## src/rtl/seg_agen_pkg.sv

```systemverilog
package seg_agen_pkg;
  typedef enum logic [1:0] {
    SEG_ES = 2'd0,
    SEG_CS = 2'd1,
    SEG_SS = 2'd2,
    SEG_DS = 2'd3
  } seg_code_e;

  typedef enum logic [1:0] {
    ACC_DATA  = 2'd0,
    ACC_FETCH = 2'd1,
    ACC_STACK = 2'd2,
    ACC_STRD  = 2'd3
  } acc_kind_e;

  typedef enum logic [1:0] {
    FORM_DIRECT = 2'd0,
    FORM_BASE   = 2'd1,
    FORM_INDEX  = 2'd2,
    FORM_BOTH   = 2'd3
  } form_e;

  typedef enum logic [1:0] {
    DISP_NONE = 2'd0,
    DISP_8    = 2'd1,
    DISP_16   = 2'd2,
    DISP_RSV  = 2'd3
  } disp_sz_e;

  localparam int unsigned NUM_SEGS = 4;
endpackage

```

## src/rtl/seg_offset_calc.sv

```systemverilog
module seg_offset_calc
  import seg_agen_pkg::*;
#(
  parameter int unsigned WORD_W = 16,
  parameter int unsigned DISP8_W = 8
) (
  input  logic              clk_i,
  input  logic              rst_ni,
  input  acc_kind_e         kind_i,
  input  form_e             form_i,
  input  disp_sz_e          disp_sz_i,
  input  logic              base_bp_i,
  input  logic              index_di_i,
  input  logic [WORD_W-1:0] bx_i,
  input  logic [WORD_W-1:0] bp_i,
  input  logic [WORD_W-1:0] si_i,
  input  logic [WORD_W-1:0] di_i,
  input  logic [WORD_W-1:0] sp_i,
  input  logic [WORD_W-1:0] ip_i,
  input  logic [WORD_W-1:0] disp_i,
  output logic [WORD_W-1:0] off_o,
  output logic              bp_based_o
);
  localparam int unsigned EXT_W = WORD_W - DISP8_W;

  logic              use_base, use_index;
  logic [WORD_W-1:0] base_val, index_val, disp_val, mode_off;

  assign use_base  = form_i[0];
  assign use_index = form_i[1];
  assign base_val  = use_base  ? (base_bp_i  ? bp_i : bx_i) : '0;
  assign index_val = use_index ? (index_di_i ? di_i : si_i) : '0;

  always_comb begin
    unique case (disp_sz_i)
      DISP_8:  disp_val = {{EXT_W{disp_i[DISP8_W-1]}}, disp_i[DISP8_W-1:0]};
      DISP_16: disp_val = disp_i;
      default: disp_val = '0;
    endcase
  end

  // sum truncates to WORD_W: wraps modulo 2^WORD_W
  assign mode_off = (form_i == FORM_DIRECT) ? disp_i
                                            : base_val + index_val + disp_val;

  always_comb begin
    unique case (kind_i)
      ACC_FETCH: off_o = ip_i;
      ACC_STACK: off_o = sp_i;
      ACC_STRD:  off_o = di_i;
      default:   off_o = mode_off;
    endcase
  end

  assign bp_based_o = (kind_i == ACC_DATA) && use_base && base_bp_i;

  p_direct_off_r8: assert property (@(posedge clk_i) disable iff (!rst_ni)
    (kind_i == ACC_DATA && form_i == FORM_DIRECT) |-> off_o == disp_i);
  p_fetch_off_r3: assert property (@(posedge clk_i) disable iff (!rst_ni)
    (kind_i == ACC_FETCH) |-> off_o == ip_i);
  p_stack_off_r4: assert property (@(posedge clk_i) disable iff (!rst_ni)
    (kind_i == ACC_STACK) |-> off_o == sp_i);
endmodule

```

## src/rtl/seg_select.sv

```systemverilog
module seg_select
  import seg_agen_pkg::*;
#(
  parameter int unsigned WORD_W = 16
) (
  input  logic              clk_i,
  input  logic              rst_ni,
  input  acc_kind_e         kind_i,
  input  logic              bp_based_i,
  input  logic              ovr_en_i,
  input  seg_code_e         ovr_seg_i,
  input  logic [WORD_W-1:0] cs_i,
  input  logic [WORD_W-1:0] ds_i,
  input  logic [WORD_W-1:0] ss_i,
  input  logic [WORD_W-1:0] es_i,
  output seg_code_e         seg_o,
  output logic [WORD_W-1:0] seg_val_o
);
  logic [WORD_W-1:0]   seg_tab [NUM_SEGS];
  logic [NUM_SEGS-1:0] seg_oh;
  seg_code_e           dflt_seg;

  assign seg_tab[SEG_ES] = es_i;
  assign seg_tab[SEG_CS] = cs_i;
  assign seg_tab[SEG_SS] = ss_i;
  assign seg_tab[SEG_DS] = ds_i;

  always_comb begin
    unique case (kind_i)
      ACC_FETCH: seg_o = SEG_CS;
      ACC_STACK: seg_o = SEG_SS;
      ACC_STRD:  seg_o = SEG_ES;  // no override for string destination
      default: begin
        dflt_seg = bp_based_i ? SEG_SS : SEG_DS;
        seg_o    = ovr_en_i ? ovr_seg_i : dflt_seg;
      end
    endcase
    if (kind_i != ACC_DATA) dflt_seg = SEG_DS;
  end

  for (genvar g = 0; g < NUM_SEGS; g++) begin : g_oh
    assign seg_oh[g] = (seg_o == seg_code_e'(g));
  end

  always_comb begin
    seg_val_o = '0;
    for (int i = 0; i < NUM_SEGS; i++)
      seg_val_o |= seg_oh[i] ? seg_tab[i] : '0;
  end

  p_seg_onehot_r6: assert property (@(posedge clk_i) disable iff (!rst_ni)
    $onehot(seg_oh));
  p_strd_es_r5: assert property (@(posedge clk_i) disable iff (!rst_ni)
    (kind_i == ACC_STRD) |-> seg_val_o == es_i);
  p_fetch_cs_r3: assert property (@(posedge clk_i) disable iff (!rst_ni)
    (kind_i == ACC_FETCH) |-> seg_val_o == cs_i);
  p_ovr_r7: assert property (@(posedge clk_i) disable iff (!rst_ni)
    (kind_i == ACC_DATA && ovr_en_i) |-> seg_o == ovr_seg_i);
endmodule

```

## src/rtl/seg_phys_reg.sv

```systemverilog
module seg_phys_reg
  import seg_agen_pkg::*;
#(
  parameter int unsigned WORD_W    = 16,
  parameter int unsigned SEG_SHIFT = 4,
  localparam int unsigned PADDR_W  = WORD_W + SEG_SHIFT
) (
  input  logic               clk_i,
  input  logic               rst_ni,
  input  logic               req_i,
  input  seg_code_e          seg_i,
  input  logic [WORD_W-1:0]  seg_val_i,
  input  logic [WORD_W-1:0]  off_i,
  output logic [PADDR_W-1:0] paddr_o,
  output seg_code_e          seg_o,
  output logic               valid_o
);
  logic [PADDR_W-1:0] sum;

  // carry out of PADDR_W is dropped: wraps modulo 2^PADDR_W
  assign sum = {seg_val_i, {SEG_SHIFT{1'b0}}} + {{SEG_SHIFT{1'b0}}, off_i};

  always_ff @(posedge clk_i or negedge rst_ni) begin
    if (!rst_ni) begin
      paddr_o <= '0;
      seg_o   <= SEG_ES;
      valid_o <= 1'b0;
    end else begin
      valid_o <= req_i;
      if (req_i) begin
        paddr_o <= sum;
        seg_o   <= seg_i;
      end
    end
  end

  p_valid_lag_r1: assert property (@(posedge clk_i) disable iff (!rst_ni)
    req_i |=> valid_o);
  p_low_nibble_r1: assert property (@(posedge clk_i) disable iff (!rst_ni)
    req_i |=> paddr_o[SEG_SHIFT-1:0] == $past(off_i[SEG_SHIFT-1:0]));
  p_idle_hold_r2: assert property (@(posedge clk_i) disable iff (!rst_ni)
    !req_i |=> !valid_o && $stable(paddr_o) && $stable(seg_o));
endmodule

```

## src/rtl/seg_addr_gen.sv

```systemverilog
module seg_addr_gen
  import seg_agen_pkg::*;
#(
  parameter int unsigned WORD_W    = 16,
  parameter int unsigned SEG_SHIFT = 4,
  localparam int unsigned PADDR_W  = WORD_W + SEG_SHIFT
) (
  input  logic               clk_i,
  input  logic               rst_ni,
  input  logic               req_i,
  input  logic [1:0]         kind_i,
  input  logic [1:0]         form_i,
  input  logic [1:0]         disp_sz_i,
  input  logic               base_bp_i,
  input  logic               index_di_i,
  input  logic [WORD_W-1:0]  bx_i,
  input  logic [WORD_W-1:0]  bp_i,
  input  logic [WORD_W-1:0]  si_i,
  input  logic [WORD_W-1:0]  di_i,
  input  logic [WORD_W-1:0]  sp_i,
  input  logic [WORD_W-1:0]  ip_i,
  input  logic [WORD_W-1:0]  disp_i,
  input  logic [WORD_W-1:0]  cs_i,
  input  logic [WORD_W-1:0]  ds_i,
  input  logic [WORD_W-1:0]  ss_i,
  input  logic [WORD_W-1:0]  es_i,
  input  logic               ovr_en_i,
  input  logic [1:0]         ovr_seg_i,
  output logic [PADDR_W-1:0] paddr_o,
  output logic [1:0]         seg_sel_o,
  output logic               valid_o
);
  acc_kind_e         kind;
  logic [WORD_W-1:0] off, seg_val;
  logic              bp_based;
  seg_code_e         seg_now, seg_q;

  assign kind = acc_kind_e'(kind_i);

  seg_offset_calc #(.WORD_W(WORD_W)) u_off (
    .clk_i, .rst_ni,
    .kind_i     (kind),
    .form_i     (form_e'(form_i)),
    .disp_sz_i  (disp_sz_e'(disp_sz_i)),
    .base_bp_i, .index_di_i,
    .bx_i, .bp_i, .si_i, .di_i, .sp_i, .ip_i, .disp_i,
    .off_o      (off),
    .bp_based_o (bp_based)
  );

  seg_select #(.WORD_W(WORD_W)) u_sel (
    .clk_i, .rst_ni,
    .kind_i     (kind),
    .bp_based_i (bp_based),
    .ovr_en_i,
    .ovr_seg_i  (seg_code_e'(ovr_seg_i)),
    .cs_i, .ds_i, .ss_i, .es_i,
    .seg_o      (seg_now),
    .seg_val_o  (seg_val)
  );

  seg_phys_reg #(.WORD_W(WORD_W), .SEG_SHIFT(SEG_SHIFT)) u_reg (
    .clk_i, .rst_ni, .req_i,
    .seg_i     (seg_now),
    .seg_val_i (seg_val),
    .off_i     (off),
    .paddr_o,
    .seg_o     (seg_q),
    .valid_o
  );

  assign seg_sel_o = seg_q;

  p_strd_seg_r5: assert property (@(posedge clk_i) disable iff (!rst_ni)
    (req_i && kind_i == 2'd3) |=> seg_sel_o == 2'd0);
endmodule

```

## config.mk

```make
export PLATFORM = sky130hd
export DESIGN_NAME = seg_addr_gen
export DESIGN_NICKNAME = d
export VERILOG_FILES = /design/src/rtl/seg_agen_pkg.sv /design/src/rtl/seg_offset_calc.sv /design/src/rtl/seg_select.sv /design/src/rtl/seg_phys_reg.sv /design/src/rtl/seg_addr_gen.sv
export SDC_FILE = /design/constraint.sdc
export NUM_CORES = 1
export LEC_CHECK = 0
export BUFFER_PORTS_ARGS = -buffer_cell sky130_fd_sc_hd__buf_2
export CAP_MARGIN = 10
export CORE_MARGIN = 5
export CORE_UTILIZATION = 45
export CTS_CLUSTER_SIZE = 10
export DETAILED_ROUTE_END_ITERATION = 8
export PLACE_DENSITY_LB_ADDON = 0.2
export SYNTH_ARGS = -nofsm -noshare
export SYNTH_HDL_FRONTEND = slang
export SYNTH_SLANG_ARGS = --single-unit
```

## constraint.sdc

```tcl
create_clock -name clk_i -period 1.9 [get_ports clk_i]
set_clock_uncertainty 0.05 [all_clocks]
set_input_delay 0.19 -clock clk_i [delete_from_list [all_inputs] [get_ports clk_i]]
set_output_delay 0.19 -clock clk_i [all_outputs]
set_load 0.01 [all_outputs]
```

==> metrics.txt, run 1 <==
vias in the first global route=5,095; row count=35; gr usage total=26.5%; Setup WS post-layout=-2610 ps; I/O Buffers=212; max-slew violation count=0; HPWL Detailed=13,400 um; Ys Warns=0; Clock Path Buffers=2; pin count of the biggest net entering global routing=25; GPL Wtd Cong=0.914; max_cap viols=0; final worst-path cycle share=237%; DRC Markers=0; min Tclk post-route=4510 ps; TritonCTS clock tree=built; Pwr per Cell Area=583 nW/um2; Die Ht=106 um; Final Hold Viols=0; initial drt markers=229; top cell type's share of synthesized area=13.9%; clock sink count=23; Final setup viols=20; Distinct cells, synth=50; Compound-Gate Fraction of Synth Area=16.2%; RSZ-0062 raised after global routing=yes; pre-CTS setup slack=-2950 ps; area of the mapped netlist=4140 um2; CP max FO=3; Initial Utilization=45.5%; Nets=1,012; VDD IR max=0.000311 V; main area contributors after synthesis=dfrtp_1 (14%), mux2_2 (12%), mux4_2 (11%); cell accounting for the most synthesized area=dfrtp_1; vias=4,841; GRT Residual Overflow=0; Fmax achieved=222 MHz; #FFs+latches synth=23; routed len/inst=17.9 um; Hold Path Class=in2reg; violated checks=negative setup slack; P_leak=0.00345 uW; Slew HR=52.1%; outcome=finished, violations left; post-route cell area=6790 um2; via/cell ratio=5.46; slowest stage cell, crit path=mux4_2; H-tree Lvls=1; Num CTS Buffers=3; Seq/Total Area, Yosys=13.9%; first-pass GRT wire length=24,400 um; Max stage delay on crit path=500 ps; antenna viol nets, final=0; die span in x=106 um; Initial DRT Pass Iterations=4; Simple-Gate Fraction of Synth Area=13.5%; post-synthesis instance total=464; xor and xnor area share after synthesis=5.50%; worst slew pin tran=714 ps; layout cells sized above 1=62.5%; most numerous cell on the critical path=ha_4; asr flop ratio synth=100%; I/O pins=213; Worst-Skew Late Latency=260 ps; CORE AREA=9110 um2; top-count cell post-synth=nand2_1; predominant post-synthesis flop cell=dfrtp_1; Post-synth top cells=nand2_1 (61), inv_1 (44), mux2_2 (43); crit start category=input port; Layout area overhead=63.9%; Req. time, crit path=2000 ps; # diodes=0; number of flops mapped to enable cells by yosys=0; initial antenna violation count=0; WL final=15,900 um; largest family of logic cells by synthesized area=multiplexers; multiplexer area fraction after synthesis=27.8%; Adder-Cell Fraction of Synth Area=16.7%; crit end category=flip-flop; placed cell area=6230 um2; Syn Nets=699; Avg Cell Area, Syn=8.93 um2; root buf cell=clkbuf_8; die area=11,200 um2; Arr. time, crit path=4610 ps; critical path type=in2reg; Clock Pin Slew Worst Setup and Hold Paths=80 ps
-- cell usage in the layout, fill, tap and decap left out, types with 17 or more instances in the layout --
master,Yosys,layout
buf_2,1,208
buf_4,0,114
nand2_1,61,53
inv_1,44,37
mux2_2,43,32
nor2_1,34,28
dfrtp_1,23,23
mux4_2,21,21
a21oi_1,35,19
ha_1,28,17
-- registers in the layout (all words and copies together) (netlist names) --
register,count
u_reg.paddr_o,20
u_reg.seg_o,2
u_reg.valid_o,1
-- per-layer routing --
| layer | track usage, % | vias to the layer above | wire (um) |
|---|---|---|---|
| met5 | 0 | - | 0 |
| met4 | 5.37 | 0 | 255 |
| met3 | 2.79 | 24 | 872 |
| met2 | 51.4 | 179 | 8730 |
| met1 | 31.3 | 2360 | 6060 |
| li1 | - | 2278 | - |
-- where the power goes --
part | switching [uW] | internal, uW | total [uW]
Sequential | 93.7 | 649 | 742
Combinational | 1340 | 1570 | 2910
Clock | 155 | 146 | 301
-- cells by family (layout without fill, tap and decap cells) --
logic type | count (synthesis) | in the layout
AO/OA/AOI/OAI | 96 | 96
multiplexers | 77 | 77
XOR/XNOR | 26 | 26
AND/OR/NAND/NOR | 129 | 129
adder cells (fa/ha/maj) | 45 | 45
flip-flops | 23 | 23
buffers and inverters | 68 | 380
-- metrics by stage --
stage	instances	setup TNS, ps	utilization, %	hold WS, ps	total power (uW)
3_3_place_gp	868	-43190	68.4	131	3150
4_1_cts	884	-37650	72.2	333	3750
2_1_floorplan	464	-37480	-	-156	2190
5_1_grt	887	-40860	74.5	345	4220
6_report	887	-38680	74.5	325	3950
3_5_place_dp	868	-46110	68.4	133	3240
-- critical path, delay by kind of cell --
family	cells	cell delay, ps
fa+ha+maj	5	1440
compound gates	5	880
mux	2	760
simple gates	5	530
buf+inv	6	510
xor+xnor	2	310
-- layout make-up --
cell class | instances | area (um2)
tap | 111 | 139
timing repair buffer | 332 | 2040
sequential | 23 | 576
clock buffer | 3 | 41.3
clock inverter | 1 | 5.00
inverter | 44 | 175
fill | 705 | 2320
multi-input combinational | 373 | 3810
-- final timing paths --
| kind | cells after the start | start | slack (ps) | to |
|---|---|---|---|---|
| worst max-delay path | 25 | disp_sz_i[0] | -2610 | u_reg.paddr_o[14] |
| worst min-delay path | 4 | sp_i[0] | 320 | u_reg.paddr_o[0] |
| worst max register to register | 2 | u_reg.paddr_o[15] | 1010 | u_reg.paddr_o[15] |
| worst min register to register | 2 | u_reg.paddr_o[5] | 460 | u_reg.paddr_o[5] |
| max in group asynchronous | 2 | rst_ni | 1090 | u_reg.paddr_o[11] |
| min in group asynchronous | 2 | rst_ni | 370 | u_reg.paddr_o[4] |
-- what timing repair did --
action,CTS,global route
resized for setup,42,43
setup buffers,11,6
gates cloned,0,0
setup endpoints to repair,20,20
hold endpoints to repair,23,0
pin swaps,47,35
hold buffers,1,0
No activity file was read; power rests on OpenSTA's default activity.
==> inputs of run 2 (changes only) <==
clock period = 4.4 ns   (was 1.9 ns; I/O delays follow)
==> run 2 against run 1 <==
Compared with the run above: the flow still finishes with violations (negative setup slack); flip-flop and latch count did not move; critical path depth fell by 2; sequential share of layout area rose by 0.66 points; die area did not move; clock power fell by 57%; cell area fell by 7.2%; largest cell class unchanged; highest routed layer unchanged.
==> metrics.txt, run 2 (synthesis results as in run 1) <==
CP max FO=8; I/O Buffers=212; Initial Utilization=45.5%; Die Ht=106 um; outcome=finished, violations left; gr usage total=25.3%; die span in x=106 um; TritonCTS clock tree=built; Pwr per Cell Area=254 nW/um2; WL final=15,000 um; Initial DRT Pass Iterations=4; GRT Residual Overflow=0; row count=35; HPWL Detailed=12,700 um; I/O pins=213; CORE AREA=9110 um2; layout cells sized above 1=58.2%; Clock Path Buffers=2; min Tclk post-route=4630 ps; via/cell ratio=5.39; # diodes=0; layer with the highest usage=met2; post-placement cell count=837; antenna viol nets, final=0; H-tree Lvls=1; die area=11,200 um2; R2R setup slack=3490 ps; Num CTS Buffers=3; root buf cell=clkbuf_8; vias=4,591; hold_buf cts=0; total power=1600 uW; most frequent cells in the layout=buf_2 (209), buf_4 (85), nand2_1 (55); worst slew pin tran=1290 ps; Clock Pin Slew Worst Setup and Hold Paths=80 ps; max_cap viols=0; grt met2 use=45.9%; largest registers=u_reg.paddr_o (20), u_reg.seg_o (2), u_reg.valid_o (1); initial antenna violation count=0; P_leak=0.00318 uW; first-pass GRT wire length=23,300 um; placed cell area=5930 um2; Final setup viols=10; crit start category=input port; violated checks=negative setup slack; Layout area overhead=52.1%; crit end category=flip-flop; RSZ-0062 raised after global routing=yes; clock sink count=23; commonest non-fill, non-tap cell in the layout=buf_2; fin util=69.1%; Reg2Reg Launch Point=u_reg.paddr_o[15]; max FFs per register=20; Worst-Skew Late Latency=260 ps; max-slew violation count=0; non-filler cells in the finished layout=852; Arr. time, crit path=4700 ps; Fmax achieved=216 MHz; routed len/inst=17.6 um; Setup WS post-layout=-227 ps; initial drt markers=201; DRC Markers=0; Hold Path Class=in2async; final worst-path cycle share=105%; GR Layer Usage met1=33.0%; Slew HR=13.1%; Req. time, crit path=4470 ps; Nets=977; Final Hold Viols=0; VDD IR max=0.000114 V; GPL Wtd Cong=0.892; reg-to-reg endpoint=u_reg.paddr_o[15]; critical path type=in2reg; vias in the first global route=4,751; Top reg by flops=u_reg.paddr_o; met3 Track Usage GR=2.13%; pin count of the biggest net entering global routing=27; post-route cell area=6300 um2; Worst R2R Path Depth=2
==> run 2: changes by cell type in the layout (fill, tap and decap cells not counted), moves of 5 or more <==
cell     previous run  this run
buf_4             114        85
a21oi_2            15         8
mux2_2             32        39
mux2_4             11         4
a21oi_1            19        24
buf_6               5         0
==> run 2: worst max path at each step <==
stage                 start                end  slack, ps  cells past startpoint
6_report         index_di_i  u_reg.paddr_o[19]       -230                     23
5_1_grt        disp_sz_i[1]  u_reg.paddr_o[16]       -430                     22
4_1_cts        disp_sz_i[1]  u_reg.paddr_o[16]       -260                     23
3_5_place_dp   disp_sz_i[1]  u_reg.paddr_o[16]       -650                     23
3_3_place_gp   disp_sz_i[1]  u_reg.paddr_o[15]       -550                     24
2_1_floorplan     base_bp_i  u_reg.paddr_o[15]       -360                     23
==> run 2: repair_timing <==
item | 4_1_cts | 5_1_grt
setup endpoints to repair | 11 | 12
hold endpoints to repair | 0 | 0
buffers inserted | 7 | 6
gates resized for setup | 20 | 34
pin swaps | 26 | 57
==> run 2: layer usage <==
layer	part of all wire (%)	wire length, um	vias to the layer above
met5	0	0	-
li1	-	-	2208
met3	5.1	765	20
met4	1.7	257	0
met2	52	7750	156
met1	41	6180	2207
==> run 2: area by class of cell <==
type,instances,area (um2)
clock buffer,4,45.0
tap,111,139
fill,745,2810
sequential,23,576
timing repair buffer,297,1720
multi-input combinational,373,3650
inverter,44,170
==> run 2: power by group <==
part / internal [uW] / switching [uW] / total [uW] / leakage [uW]
registers: 280 / 34.8 / 315 / 0.000267
logic: 613 / 543 / 1160 / 0.00289
clock network: 64.5 / 63.8 / 128 / 0.0000228
total: 957 / 642 / 1600 / 0.00318
==> run 2: per-stage QoR <==
| stage | setup slack, ps | TNS (ps) | hold WS [ps] |
|---|---|---|---|
| 2_1_floorplan | -356 | -1760 | 94.4 |
| 3_3_place_gp | -545 | -5040 | 380 |
| 3_5_place_dp | -654 | -6360 | 383 |
| 4_1_cts | -255 | -1860 | 101 |
| 5_1_grt | -426 | -3670 | 133 |
| 6_report | -227 | -1560 | 85.8 |
==> run 2: worst max-delay path: stages <==
cell	delay, ps
clkbuf_4	190
mux2_4	340
nand2_2	80
fa_2	440
inv_2	80
ha_4	130
inv_2	40
fa_2	380
nand2b_4	160
a21oi_4	190
nor2_2	50
xor2_1	150
a21oi_1	80
mux4_2	520
ha_4	300
o211ai_1	100
o21ai_2	200
o221ai_2	130
buf_4	160
a21oi_4	160
nand4_1	130
xor2_1	180
a21oi_1	80
==> inputs of run 3 (changes only) <==
--- a/config.mk
+++ b/config.mk
@@ -9,3 +9,3 @@
 export CAP_MARGIN = 10
-export CORE_MARGIN = 5
+export CORE_MARGIN = 2
 export CORE_UTILIZATION = 45
@@ -13,2 +13,3 @@
 export DETAILED_ROUTE_END_ITERATION = 8
+export GPL_TIMING_DRIVEN = 0
 export PLACE_DENSITY_LB_ADDON = 0.2
--- a/constraint.sdc
+++ b/constraint.sdc
@@ -4,2 +4,2 @@
 set_output_delay 0.44 -clock clk_i [all_outputs]
-set_load 0.01 [all_outputs]
+set_load 0.05 [all_outputs]
==> run 3 against run 2 <==
Compared with the run above: the run still ends with negative setup slack left; register-to-register slack better by 20 ps; worst hold slack got worse by 3.1 ps; critical path type unchanged; maximum frequency is 4.4% lower; largest cell class unchanged; global-route usage is 1.5 points higher.
==> metrics.txt, run 3 (synthesis results as in run 1) <==
gr usage total=26.9%; Req. time, crit path=4550 ps; worst slew pin tran=807 ps; WL final=14,000 um; Buf/Inv on CP=5; Final Hold Viols=0; Clock Pin Slew Worst Setup and Hold Paths=80 ps; outcome=finished, violations left; Hold Path Class=in2async; root buf cell=clkbuf_8; Die Ht=99.9 um; Clock Path Buffers=2; Top delay family on crit path=compound AO/OA/AOI/OAI gates; hold_ws=82.7 ps; critical path type=in2reg; Slew HR=46.2%; violated checks=negative setup slack; P_leak=0.00302 uW; post-placement cell count=782; HPWL Detailed=11,600 um; Fmax achieved=207 MHz; Worst-Skew Late Latency=260 ps; non-filler cells in the finished layout=816; vias in the first global route=4,558; GRT Residual Overflow=0; routed len/inst=17.1 um; first-pass GRT wire length=21,400 um; Arr. time, crit path=4990 ps; placed cell area=5530 um2; Nets=941; RSZ-0062 raised after global routing=yes; Top reg by flops=u_reg.paddr_o; layout cells sized above 1=54.3%; CP max FO=6; clock sink count=23; antenna viol nets, final=0; max_cap viols=0; most frequent cells in the layout=buf_2 (206), nand2_1 (57), inv_1 (37); Max stage delay on crit path=490 ps; # diodes=0; min Tclk post-route=4840 ps; crit end category=flip-flop; GPL Wtd Cong=0.957; largest registers=u_reg.paddr_o (20), u_reg.seg_o (2), u_reg.valid_o (1); die span in x=99.9 um; H-tree Lvls=1; Initial DRT Pass Iterations=4; initial antenna violation count=0; max FFs per register=20; final worst-path cycle share=110%; max-slew violation count=0; DRC Markers=0; Final setup viols=11; most numerous cell on the critical path=buf_6; Pwr per Cell Area=291 nW/um2; I/O pins=213; post-route cell area=6130 um2; Layout area overhead=48.1%; slowest stage cell, crit path=fa_1; vias=4,502; Num CTS Buffers=3; total power=1780 uW; Initial Utilization=45.7%; CP Cell Sequence=buf_8 -> ha_4 -> nor2_4 -> buf_6 -> nand2_4 -> fa_1 -> buf_6 -> fa_2 -> nand2b_4 -> a21oi_4 -> or3_4 -> a21oi_2 -> xor2_1 -> a221oi_2 -> ha_1 -> o21a_1 -> o21a_2 -> o221ai_2 -> nand2b_1 -> buf_4 -> buf_6 -> o31ai_1 -> a31o_2; pin count of the biggest net entering global routing=24; die area=9990 um2; crit start category=input port; initial drt markers=139; row count=35; Setup WS post-layout=-439 ps; CORE AREA=9060 um2; I/O Buffers=207; via/cell ratio=5.52; commonest non-fill, non-tap cell in the layout=buf_2; TritonCTS clock tree=built; VDD IR max=0.000135 V
==> run 3: power by group <==
group	switching, uW	internal, uW	total [uW]
logic	750	588	1340
registers	35.2	280	315
clock network	64.4	64.5	129
==> run 3: worst register-to-register path, cell delays in order (launching register included) <==
cell     delay, ps
dfrtp_1        380
nor2b_1        130
a31o_2         220
==> run 3: stage by stage <==
step                      TNS, ps  util [%]  setup slack [ps]
final                       -3740      67.6              -439
after global routing        -5750      67.6              -634
after CTS                   -2900      65.9              -381
after detailed placement    -9220      61.0              -991
after global placement      -8660      61.0              -951
after floorplan             -1760         -              -356
==> run 3: path summary, 6_finish.rpt <==
path | from | to | slack (ps) | cells after the start
max in group asynchronous | rst_ni | u_reg.paddr_o[11] | 3880 | 1
setup / recovery | disp_sz_i[1] | u_reg.paddr_o[15] | -440 | 23
hold / removal | rst_ni | u_reg.paddr_o[17] | 80 | 1
hold reg to reg | u_reg.paddr_o[5] | u_reg.paddr_o[5] | 450 | 2
min in group clk_i | req_i | u_reg.valid_o | 250 | 1
setup reg to reg | u_reg.paddr_o[15] | u_reg.paddr_o[15] | 3510 | 2
==> run 3: cell type report <==
| type | count | area, um2 |
|---|---|---|
| Sequential cell | 23 | 576 |
| Tap cell | 111 | 139 |
| Multi-Input combinational cell | 373 | 3700 |
| Clock buffer | 4 | 45.0 |
| Buffer | 21 | 174 |
| Inverter | 44 | 170 |
| Timing Repair Buffer | 240 | 1330 |
| Fill cell | 740 | 2930 |
==> run 3: what timing repair did <==
item / CTS / global route
resized for setup: 45 / 28
hold buffers: 0 / 0
endpoints found under the setup margin: 12 / 12
pin swaps: 40 / 42
buffers inserted: 26 / 8
==> run 3: per-layer routing <==
layer,vias up,track usage (%),wire length (um)
met4,0,7.80,414
met5,-,0,0
met2,153,51.6,7390
met3,32,2.86,681
li1,2136,-,-
met1,2181,31.4,5490
